==> config.mk <==
export PLATFORM = sky130hd
export DESIGN_NAME = irq_vector_ctrl
export DESIGN_NICKNAME = d
export VERILOG_FILES = /design/src/rtl/irq_vector_ctrl.sv
export SDC_FILE = /design/constraint.sdc
export NUM_CORES = 1
export LEC_CHECK = 0
export ABC_AREA = 1
export BUFFER_PORTS_ARGS = -buffer_cell sky130_fd_sc_hd__buf_2
export CAP_MARGIN = 20
export CORE_UTILIZATION = 25
export CTS_CLUSTER_SIZE = 40
export DETAILED_ROUTE_END_ITERATION = 10
export GPL_TIMING_DRIVEN = 0
export PLACE_DENSITY = 0.48
export SYNTH_ARGS = -nofsm -noshare
export SYNTH_HDL_FRONTEND = slang
export SYNTH_SLANG_ARGS = --single-unit
==> constraint.sdc <==
create_clock -name clk -period 14.8 [get_ports clk]
set_clock_uncertainty 0.1 [all_clocks]
set_input_delay 2.96 -clock clk [delete_from_list [all_inputs] [get_ports clk]]
set_output_delay 2.96 -clock clk [all_outputs]
set_load 0.05 [all_outputs]
==> src/rtl/irq_vector_ctrl.sv <==
module irq_vector_ctrl #(
  parameter bit HAS_VECTOR = 1'b1,
  parameter int VEC_SHIFT  = 9,
  parameter int OFS_W      = 4
) (
  input  logic             clk,
  input  logic             rst_n,
  input  logic [31:0]      irq_src,
  input  logic [OFS_W-1:0] reg_ofs,
  input  logic             rd_en,
  input  logic             wr_en,
  input  logic [31:0]      wr_data,
  output logic [31:0]      rd_data,
  output logic             irq_normal,
  output logic             irq_critical,
  output logic [31:0]      crit_vector
);

  localparam int NSRC = 32;
  localparam int IDX_W = $clog2(NSRC);

  logic [NSRC-1:0] status, level_hold, enable, crit_sel, polarity, trig_edge;
  logic [31:0]     vcfg;
  logic [NSRC-1:0] src_now, src_prev;
  logic [NSRC-1:0] status_nx, hold_nx;
  logic [NSRC-1:0] crit_pend, scan_word;
  logic [IDX_W-1:0] first_idx;
  logic [31:0]     vec_nx, rd_mux;

  for (genvar b = 0; b < NSRC; b++) begin : g_map
    assign src_now[b] = irq_src[NSRC-1-b];
  end

  wire wr_clr = wr_en && reg_ofs == OFS_W'(0);
  wire wr_set = wr_en && reg_ofs == OFS_W'(1);

  always_comb begin
    status_nx = status;
    hold_nx   = level_hold;
    if (wr_clr) status_nx = (status_nx & ~wr_data) | level_hold;
    if (wr_set) status_nx = status_nx | wr_data;
    for (int b = 0; b < NSRC; b++) begin
      if (trig_edge[b]) begin
        if (src_now[b] && !src_prev[b]) status_nx[b] = 1'b1;
      end else if (src_now[b] != src_prev[b]) begin
        status_nx[b] = src_now[b];
        hold_nx[b]   = src_now[b];
      end
    end
  end

  assign crit_pend = status & enable & crit_sel;

  for (genvar b = 0; b < NSRC; b++) begin : g_scan
    assign scan_word[b] = vcfg[0] ? crit_pend[NSRC-1-b] : crit_pend[b];
  end

  always_comb begin
    first_idx = '0;
    for (int i = NSRC-1; i >= 0; i--)
      if (scan_word[i]) first_idx = IDX_W'(i);
  end

  assign vec_nx = (HAS_VECTOR && |crit_pend)
                ? {vcfg[31:2], 2'b00} + (32'(first_idx) << VEC_SHIFT) : 32'h0;

  always_comb begin
    case (reg_ofs)
      OFS_W'(0), OFS_W'(1): rd_mux = status;
      OFS_W'(2): rd_mux = enable;
      OFS_W'(3): rd_mux = crit_sel;
      OFS_W'(4): rd_mux = polarity;
      OFS_W'(5): rd_mux = trig_edge;
      OFS_W'(6): rd_mux = status & enable;
      OFS_W'(7): rd_mux = HAS_VECTOR ? crit_vector : 32'h0;
      OFS_W'(8): rd_mux = HAS_VECTOR ? vcfg : 32'h0;
      default:   rd_mux = 32'h0;
    endcase
  end

  always_ff @(posedge clk or negedge rst_n) begin
    if (!rst_n) begin
      status       <= '0;
      level_hold   <= '0;
      enable       <= '0;
      crit_sel     <= '0;
      polarity     <= '0;
      trig_edge    <= '0;
      vcfg         <= '0;
      src_prev     <= '0;
      rd_data      <= '0;
      irq_normal   <= 1'b0;
      irq_critical <= 1'b0;
      crit_vector  <= '0;
    end else begin
      status     <= status_nx;
      level_hold <= hold_nx;
      src_prev   <= src_now;
      if (wr_en) begin
        case (reg_ofs)
          OFS_W'(2): enable    <= wr_data;
          OFS_W'(3): crit_sel  <= wr_data;
          OFS_W'(4): polarity  <= wr_data;
          OFS_W'(5): trig_edge <= wr_data;
          OFS_W'(8): if (HAS_VECTOR) vcfg <= wr_data & ~32'h2;
          default: ;
        endcase
      end
      rd_data      <= rd_en ? rd_mux : 32'h0;
      irq_normal   <= |(status & enable & ~crit_sel);
      irq_critical <= |crit_pend;
      crit_vector  <= vec_nx;
    end
  end

endmodule

==> results of run 1 <==
-- per-layer routing --
metal	global-route usage, %	routed length (µm)
met3	2.978	3540
met2	31.85	28770
met4	5.963	1450
met5	0	0
met1	26.51	27310
-- how the worst max path moves through the flow --
stage | startpoint | end | slack [ns]
final | reg_ofs[2] | rd_data[19] | 8.49
after detailed placement | reg_ofs[2] | rd_data[19] | 7.92
after global routing | status[29] | crit_vector[31] | 8.20
after floorplan | vcfg[0] | crit_vector[31] | 10.04
after CTS | reg_ofs[2] | rd_data[19] | 8.50
after global placement | rst_n | rd_data[18] | 4.24
-- cell usage after synthesis (6+ instances only) --
master     number
a21oi_1        51
a221oi_1       52
a31oi_1        12
clkbuf_1       63
dfrtp_1       319
ha_1           37
inv_1         182
inv_2           6
nand2_1       452
nand3_1        48
nand4_1         9
nor2_1        114
nor2_2          6
nor3_1          8
nor4_1          6
o2111ai_1      12
o211ai_1        8
o21ai_0       306
o21ai_1         7
o221ai_1       21
o22ai_1        28
-- sequential cells by signal (all words and copies together) (netlist names) --
name,cells
crit_sel,32
enable,32
level_hold,32
polarity,32
rd_data,32
src_prev,32
status,32
trig_edge,32
vcfg,31
crit_vector,30
irq_critical,1
irq_normal,1
-- report_power, final --
part | switching, W | internal (W) | total, W | leakage (nW)
sequential | 0.000164 | 0.00105 | 0.00121 | 4.01
clock | 0.000396 | 0.000570 | 0.000966 | 0.616
combinational | 0.000518 | 0.000220 | 0.000738 | 3.98
-- cell type report --
cell class	count	area [µm²]
repair buffers	140	804.5
multi-input cells	1213	6211
plain buffers	73	340.3
clock buffers	55	1097
fillers	6473	42070
well taps	782	978.4
inverters	192	720.7
flip-flops and latches	319	7983
clock inverters	12	153.9
-- kinds of logic (layout without fill, tap and decap cells) --
logic type,count (synthesis),count (layout)
AND/OR/NAND/NOR,660,660
other,1,2
AO/OA/AOI/OAI,513,513
adder cells (fa/ha/maj),38,38
buffers and inverters,265,472
flip-flops,319,319
-- stage by stage --
stage	util, %	std cells	total power, W	cell area, µm²
floorplan	-	1797	0.001672	15250
global placement	28.00	2713	0.001938	16900
detailed placement	28.23	2719	0.001957	17040
CTS	30.30	2786	0.002934	18290
global route	30.30	2786	0.003064	18290
finish	30.30	2786	0.002915	18290
-- worst register-to-register path: cells and delay by family (launching register included) --
family | cells | cell delay [ns]
flops | 1 | 0.39
fa+ha+maj | 2 | 0.58
compound gates | 5 | 0.70
buf+inv | 3 | 0.22
simple gates | 42 | 3.87
==> impl_metrics.py, run 1 <==
metrics = {
    "detailed_routing": {
        "vias": 14130,
        "ant_nets": 0,
        "viasPerCell": 5.073,
        "drc": 0,
        "routed_wl_um": 61070,
        "drtIter0Drc": 1313,
        "wl_per_cell_um": 21.92,
        "drtPass1Iterations": 6,
    },
    "die": {
        "fp.coreArea_um2": 60360,
        "initial_core_util_pct": 25.26,
        "num_rows": 90,
        "die-area_um2": 61990,
        "num_io_pins": 138,
        "dieHeight_um": 249.0,
        "chipWidth_um": 249.0,
    },
    "timing": {
        "min_period_ns": 6.306,
        "hold_ws_ns": 0.3823,
        "worst_pin_slew_ns": 1.142,
        "final.setup.tns_ns": 0,
        "setup_ws_ns": 8.494,
        "fmax_ghz": 0.1586,
        "maxSlewViolCount": 0,
        "hold_viol_final": 0,
        "fin_crit_sh_pct": 42.61,
        "slew_headroom_pct": 23.62,
        "rsz0062_at_grt": "false",
        "setup_viol": 0,
    },
    "global_routing": {
        "grt_pass1_wl_um": 90290,
        "grt_pass1_vias": 13750,
        "grt_max_degree": 109,
        "overflow": 0,
        "grt.total_usage_pct": 19.51,
        "grt_antenna_before_repair": 0,
    },
    "power_and_ir_drop": {
        "power.leakage_nw": 8.609,
        "ir_drop_uv": 68.24,
        "power_density_nw_per_um2": 159.4,
    },
    "hold_path": {
        "whs_path_depth": 2,
        "worstHoldEndpoint": "polarity[24]",
        "hp-start": "polarity[24]",
        "hold_path_class": "reg2reg",
    },
    "worst_setup_path": {
        "end_kind": "register",
        "r2r_start": "status[29]",
        "slowest_delay_ns": 0.90,
        "rrSetupSlack_ns": 8.83,
        "arrival_ns": 6.64,
        "start_kind": "primary input",
        "cp_slowest_cell": "clkbuf_1",
        "cp.buffers_inverters": 5,
        "path_depth": 9,
        "critPathTopFamily": "buffers and inverters",
        "crit_type": "in2reg",
        "crit_fanout": 10,
        "r2r_end": "crit_vector[31]",
        "path_cells": "buf_2 -> inv_1 -> nor2_1 -> inv_1 -> nor2_1 -> clkbuf_1 -> clkbuf_1 -> a221oi_1 -> a21oi_1",
        "cp.required_ns": 15.13,
        "r2r_cells": 52,
    },
    "final_layout": {
        "final_cell_mix": "nand2_1, dfrtp_1, o21ai_0",
        "layout_commonest_cell": "nand2_1",
        "drive_above_1_share_pct": 11.88,
        "nNetsFinal": 2088,
        "area_growth_syn_to_layout_pct": 19.94,
        "num_antenna_cells": 0,
    },
    "outcome": {
        "status": "finished, final reports clean",
    },
    "place": {
        "post-place-ws_ns": 7.915,
        "io_buffers": 134,
        "routabilityCongestion": 0.9134,
        "hpwl_um": 43550,
    },
    "synthesis": {
        "synth_seq_cells": 319,
        "synth_top_area_share_pct": 52.35,
        "synth_edf_count": 0,
        "synth_cell_type_count": 47,
        "synth_top_area_cell": "dfrtp_1",
        "synthXorXnorAreaFrac_pct": 0,
        "syn_area_per_cell_um2": 8.490,
        "netlist_area_um2": 15250,
        "synthSimpleGateAreaFrac_pct": 17.72,
        "synth_cells": 1796,
        "ys_warn_count": 0,
        "synth-compound-area-share_pct": 19.78,
        "synthAdderAreaFrac_pct": 3.167,
        "muxShareOfSynthArea_pct": 0,
        "synth_top_family_by_area": "compound AO/OA/AOI/OAI gates",
        "ys.flop_type": "dfrtp_1",
        "seq_area_frac_synth_pct": 52.35,
        "async_flop_share_pct": 100.0,
        "netlist_top_cells_area": "dfrtp_1, nand2_1, o21ai_0",
    },
    "cts": {
        "clk_pin_slew_ns": 0.06,
        "clk_latency_ns": 0.58,
        "clk_path_buf_depth": 3,
        "post_cts_resize_count": 0,
        "cts_setup_buffers": 0,
        "tritoncts": "built",
        "clockRootBuffer": "clkbuf_16",
        "hold_buffers": 0,
        "h-tree-depth": 2,
        "cts_buffers": 39,
        "clock-sinks": 319,
    },
    "flow_run": {
        "cap_violations": 0,
    },
}
No activity file was read; power rests on OpenSTA's default activity.
==> inputs of run 2 (changes only) <==
--- a/config.mk
+++ b/config.mk
@@ -12,7 +12,7 @@
 export CTS_CLUSTER_SIZE = 40
 export DETAILED_ROUTE_END_ITERATION = 10
 export GPL_TIMING_DRIVEN = 0
-export PLACE_DENSITY = 0.48
+export PLACE_DENSITY = 0.5
 export SYNTH_ARGS = -nofsm -noshare
 export SYNTH_HDL_FRONTEND = slang
 export SYNTH_SLANG_ARGS = --single-unit
==> constraint.sdc (replaced) <==
create_clock -name clk -period 5.7 [get_ports clk]
set_clock_uncertainty 0.1 [all_clocks]
set_input_delay 1.14 -clock clk [delete_from_list [all_inputs] [get_ports clk]]
set_output_delay 1.14 -clock clk [all_outputs]
set_load 0.05 [all_outputs]
==> run 2 against run 1 <==
  * Global-route usage is 0.45 points lower
  * Sequential power grew to 2.6 times the previous value
  * Clock power grew to 2.6 times the previous value
  * Largest cell class unchanged
  * Highest routed layer is now met5
  * Sequential share of layout area is 0.44 points lower
  * First-iteration DRC count is 1.7% lower
  * Via count stayed put
  * Final area is 1.0% higher
  * The flow now finishes with violations (negative setup slack)
  * Largest power group unchanged
  * Core utilization is 0.32 points higher
  * Non-clock buffer count is 8 higher
==> impl_metrics.py, run 2 (same netlist as run 1, synthesis figures left out) <==
metrics = {
    "power_and_ir_drop": {
        "power.leakage_nw": 8.690,
        "swShare_pct": 36.99,
        "seqPwrFrac_pct": 41.4,
        "intPower_w": 0.004795,
        "switchingPower_w": 0.002815,
        "finalPower_w": 0.007611,
        "p_comb_share_pct": 25.5,
        "power_density_nw_per_um2": 411.9,
        "ir_drop_uv": 171.1,
        "clockPowerShare_pct": 33.0,
    },
    "cts": {
        "tritoncts": "built",
        "h-tree-depth": 2,
        "clk_pin_slew_ns": 0.06,
        "clockRootBuffer": "clkbuf_16",
        "cts_buffers": 39,
        "clk_latency_ns": 0.58,
        "clk_path_buf_depth": 3,
        "clock-sinks": 319,
    },
    "place": {
        "routabilityCongestion": 0.9300,
        "hpwl_um": 42780,
        "dpl-instance-area_um2": 17000,
        "io_buffers": 134,
        "placed_cells": 2717,
        "post-place-ws_ns": -0.1511,
    },
    "global_routing": {
        "grt_max_degree": 112,
        "grt_pass1_vias": 13540,
        "overflow": 0,
        "grt.total_usage_pct": 19.06,
        "grt_pass1_wl_um": 88290,
        "grt_antenna_before_repair": 5,
    },
    "timing": {
        "rsz0062_at_grt": "true",
        "worst_pin_slew_ns": 1.247,
        "setup_ws_ns": -0.005795,
        "maxSlewViolCount": 0,
        "min_period_ns": 5.706,
        "slew_headroom_pct": 16.84,
        "fin_crit_sh_pct": 100.1,
        "hold_viol_final": 0,
        "fmax_ghz": 0.1753,
        "setup_viol": 1,
    },
    "detailed_routing": {
        "ant_nets": 0,
        "viasPerCell": 5.053,
        "vias": 14130,
        "drtPass1Iterations": 7,
        "drc": 0,
        "wl_per_cell_um": 21.51,
        "routed_wl_um": 60170,
        "drtIter0Drc": 1291,
    },
    "final_layout": {
        "fin_util_pct": 30.62,
        "nNetsFinal": 2096,
        "fill_cells": 6431,
        "stdcell_count": 2797,
        "drive_above_1_share_pct": 13.90,
        "layout_commonest_cell": "nand2_1",
        "fin_area_um2": 18480,
        "area_growth_syn_to_layout_pct": 21.19,
        "final_cell_mix": "nand2_1, dfrtp_1, o21ai_0",
    },
    "flow_run": {
        "cap_violations": 0,
    },
    "worst_setup_path": {
        "arrival_ns": 6.04,
        "cpMostUsedCell": "nand2_1",
        "slowest_delay_ns": 0.37,
        "crit_fanout": 3,
        "crit_type": "reg2reg",
        "r2r_start": "enable[6]",
        "start_kind": "register",
        "rrSetupSlack_ns": -0.006,
        "r2r_end": "crit_vector[31]",
        "r2r_cells": 48,
        "end_kind": "register",
        "cp_slowest_cell": "dfrtp_1",
        "cp.required_ns": 6.03,
    },
    "die": {
        "die-area_um2": 61990,
        "fp.coreArea_um2": 60360,
        "num_rows": 90,
        "initial_core_util_pct": 25.26,
        "dieHeight_um": 249.0,
        "num_io_pins": 138,
        "chipWidth_um": 249.0,
    },
    "outcome": {
        "status": "complete, but fails checks",
        "violations": "negative setup slack",
    },
    "hold_path": {
        "hold_path_class": "reg2reg",
        "whs_path_depth": 2,
        "hp-start": "polarity[1]",
        "worstHoldEndpoint": "polarity[1]",
    },
}
==> run 2: worst max-delay path by stage <==
stage,startpoint,end,slack (ns),cells past startpoint
detailed placement,status[29],crit_vector[31],-0.15,52
global route,status[29],crit_vector[31],-0.50,52
floorplan,vcfg[0],crit_vector[31],0.94,53
global placement,rst_n,rd_data[18],-2.98,1
CTS,status[25],crit_vector[31],0.004,50
finish,enable[6],crit_vector[31],-0.006,48
==> run 2: what timing repair did <==
| item | in CTS | in global routing |
|---|---|---|
| gates resized for setup | 6 | 32 |
| endpoints found under the hold margin | 0 | 0 |
| endpoints found under the setup margin | 2 | 5 |
| gates cloned | 0 | 1 |
| hold buffers | 0 | 0 |
| pin swaps | 0 | 18 |
| buffers inserted | 1 | 8 |
==> run 2: layer usage <==
metal / routed length, µm / global-route usage (%)
met1: 26430 / 25.57
met2: 27580 / 30.61
met3: 4227 / 3.668
met4: 1899 / 6.566
met5: 39 / 0
==> run 2: critical path, delay by kind of cell, from the launching register on <==
family	cells	cell delay [ns]
fa+ha+maj	2	0.54
buf+inv	3	0.18
simple gates	38	3.59
flops	1	0.37
compound gates	5	0.81
==> run 2: power by group through the flow <==
| stage | clock network (W) | registers, W | logic, W |
|---|---|---|---|
| after detailed placement | 0 | 0.00317 | 0.00190 |
| after global routing | 0.00265 | 0.00320 | 0.00215 |
| after CTS | 0.00257 | 0.00314 | 0.00192 |
| final | 0.00251 | 0.00315 | 0.00194 |
| after global placement | 0 | 0.00316 | 0.00187 |
| after floorplan | 0 | 0.00337 | 0.000973 |
==> run 2: area by class of cell <==
class / instances / area, µm² / share of cell area [%]
flip-flops and latches: 319 / 7985 / 43.21
clock inverters: 14 / 135.1 / 0.7313
clock buffers: 55 / 1147 / 6.209
repair buffers: 148 / 840.8 / 4.550
inverters: 192 / 723.2 / 3.914
plain buffers: 73 / 340.3 / 1.842
diodes: 1 / 2.502 / 0.01354
well taps: 782 / 978.4 / 5.295
multi-input cells: 1213 / 6326 / 34.23
==> run 2: through the flow <==
step / hold slack [ns] / setup TNS (ns)
final: 0.3863 / -0.005795
after global routing: 0.3958 / -1.144
after CTS: 0.3885 / 0
after detailed placement: 0.3732 / -0.2216
after global placement: 0.3654 / -938.88
after floorplan: 0.3530 / 0
==> inputs of run 3 (changes only) <==
--- a/config.mk
+++ b/config.mk
@@ -9,9 +9,9 @@
 export BUFFER_PORTS_ARGS = -buffer_cell sky130_fd_sc_hd__buf_2
 export CAP_MARGIN = 20
 export CORE_UTILIZATION = 25
+export CTS_BUF_LIST = sky130_fd_sc_hd__clkbuf_8
 export CTS_CLUSTER_SIZE = 40
 export DETAILED_ROUTE_END_ITERATION = 10
-export GPL_TIMING_DRIVEN = 0
 export PLACE_DENSITY = 0.5
 export SYNTH_ARGS = -nofsm -noshare
 export SYNTH_HDL_FRONTEND = slang
==> run 3 against run 2 <==
  * The run now ends clean
  * Die area unchanged
  * Register-to-register slack better by 0.27 ns
  * Combinational power down 5%
  * Clock-buffer cell count up 15
  * Total power down 7.0%
  * Non-clock buffer count down 52
  * Largest cell class unchanged
==> impl_metrics.py, run 3 (same netlist as run 1, synthesis figures left out) <==
metrics = {
    "outcome": {
        "status": "finished, final reports clean",
    },
    "cts": {
        "clock-sinks": 319,
        "clockRootBuffer": "clkbuf_8",
        "clk_path_buf_depth": 3,
        "hold_buffers": 0,
        "clk_latency_ns": 0.65,
        "tritoncts": "built",
        "cts_buffers": 59,
        "clk_pin_slew_ns": 0.06,
        "h-tree-depth": 2,
    },
    "die": {
        "dieHeight_um": 249.0,
        "fp.coreArea_um2": 60360,
        "initial_core_util_pct": 25.26,
        "chipWidth_um": 249.0,
        "num_io_pins": 138,
        "die-area_um2": 61990,
        "num_rows": 90,
    },
    "hold_path": {
        "hold_path_class": "reg2reg",
    },
    "place": {
        "routabilityCongestion": 0.8489,
        "io_buffers": 135,
        "placed_cells": 2667,
        "post-place-ws_ns": 0.004864,
        "hpwl_um": 34550,
    },
    "final_layout": {
        "stdcell_count": 2780,
        "layout_commonest_cell": "nand2_1",
        "nNetsFinal": 2064,
        "fill_cells": 6436,
        "area_growth_syn_to_layout_pct": 18.63,
        "final_cell_mix": "nand2_1, dfrtp_1, o21ai_0",
        "seqCellArea_um2": 7984,
        "drive_above_1_share_pct": 14.99,
        "multi_input_area_um2": 6322,
    },
    "detailed_routing": {
        "drc": 0,
        "routed_wl_um": 50490,
        "viasPerCell": 4.841,
        "wl_per_cell_um": 18.16,
        "drtPass1Iterations": 5,
        "vias": 13460,
        "ant_nets": 0,
        "drtIter0Drc": 1141,
    },
    "global_routing": {
        "overflow": 0,
        "grt_pass1_vias": 13220,
        "grt_pass1_wl_um": 78270,
        "grt_max_degree": 121,
        "grt_antenna_before_repair": 3,
        "grt.total_usage_pct": 16.22,
    },
    "timing": {
        "setup_viol": 0,
        "fin_crit_sh_pct": 95.29,
        "min_period_ns": 5.431,
        "rsz0062_at_grt": "true",
        "setup_ws_ns": 0.2686,
        "hold_viol_final": 0,
        "fmax_ghz": 0.1841,
        "maxSlewViolCount": 0,
        "final.setup.tns_ns": 0,
        "worst_pin_slew_ns": 0.9510,
        "slew_headroom_pct": 36.53,
    },
    "worst_setup_path": {
        "arrival_ns": 5.83,
        "crit_type": "reg2reg",
        "cpMostUsedCell": "nand2_1",
        "cp_slowest_cell": "dfrtp_2",
        "start_kind": "register",
        "crit_fanout": 8,
        "slowest_delay_ns": 0.49,
        "end_kind": "register",
        "cp.required_ns": 6.10,
    },
    "power_and_ir_drop": {
        "power.leakage_nw": 8.665,
        "ir_drop_uv": 140.3,
        "power_density_nw_per_um2": 391.2,
    },
    "flow_run": {
        "cap_violations": 0,
    },
}
-- run 3: changes by cell type in the layout (fill, tap and decap cells not counted), sizes merged --
cell	before	now
bufbuf	1	0
bufinv	2	0
inv	189	215
buf	155	169
clkinvlp	0	1
diode	1	3
clkinv	15	8
clkbuf	120	70
-- run 3: where the power goes --
| group | internal (W) | switching, W |
|---|---|---|
| clock | 0.00110 | 0.000977 |
| combinational | 0.000558 | 0.00129 |
| sequential | 0.00272 | 0.000430 |
-- run 3: timing repair --
item / 4_1_cts / 5_1_grt
pin swaps: 0 / 14
resized for setup: 1 / 26
setup buffers: 0 / 7
setup endpoints to repair: 1 / 4
-- run 3: worst paths after layout --
| path | startpoint | to | slack (ns) | depth (start not counted) |
|---|---|---|---|---|
| max | vcfg[0] | crit_vector[31] | 0.27 | 50 |
| min | polarity[18] | polarity[18] | 0.38 | 2 |
| max reg2reg | vcfg[0] | crit_vector[31] | 0.27 | 50 |
| min reg2reg | polarity[18] | polarity[18] | 0.38 | 2 |
| max in group asynchronous | rst_n | rd_data[18] | 3.90 | 2 |
| min in group asynchronous | rst_n | rd_data[1] | 0.41 | 1 |
-- run 3: critical path: cells and delay by family, from the launching register on --
| family | cells | cell delay (ns) |
|---|---|---|
| and+or+nand+nor | 39 | 3.10 |
| DFF | 1 | 0.49 |
| adders and majority gates | 2 | 0.52 |
| AOI/OAI and AO/OA | 5 | 0.72 |
| buffers and inverters | 4 | 0.38 |
-- run 3: metrics by stage --
stage                     cell area, µm²  power (W)  utilization, %  hold WS [ns]
after floorplan                    15250   0.004342               -        0.3530
final                              18090   0.007076           29.97        0.3839
after CTS                          17910   0.007139           29.67        0.3876
after global placement             16820   0.004962           27.86        0.3668
after global routing               18080   0.007535           29.96        0.4076
after detailed placement           16820   0.005002           27.86        0.3730
-- run 3: layer usage --
layer | vias up | GRT usage [%] | wire length [µm] | part of all wire (%)
li1 | 6410 | - | - | -
met1 | 6548 | 21.52 | 22850 | 45
met2 | 410 | 26.27 | 23390 | 46
met3 | 89 | 2.926 | 2862 | 5.7
met4 | 0 | 6.034 | 1386 | 2.7
met5 | - | 0 | 0 | 0
-- run 3: layout make-up --
cell class | instances | area share [%]
Sequential cell | 319 | 44.13
Clock inverter | 32 | 0.7055
Antenna cell | 3 | 0.04150
Tap cell | 782 | 5.409
Timing Repair Buffer | 169 | 5.450
Clock buffer | 70 | 5.326
Multi-Input combinational cell | 1213 | 34.95
Inverter | 192 | 3.984
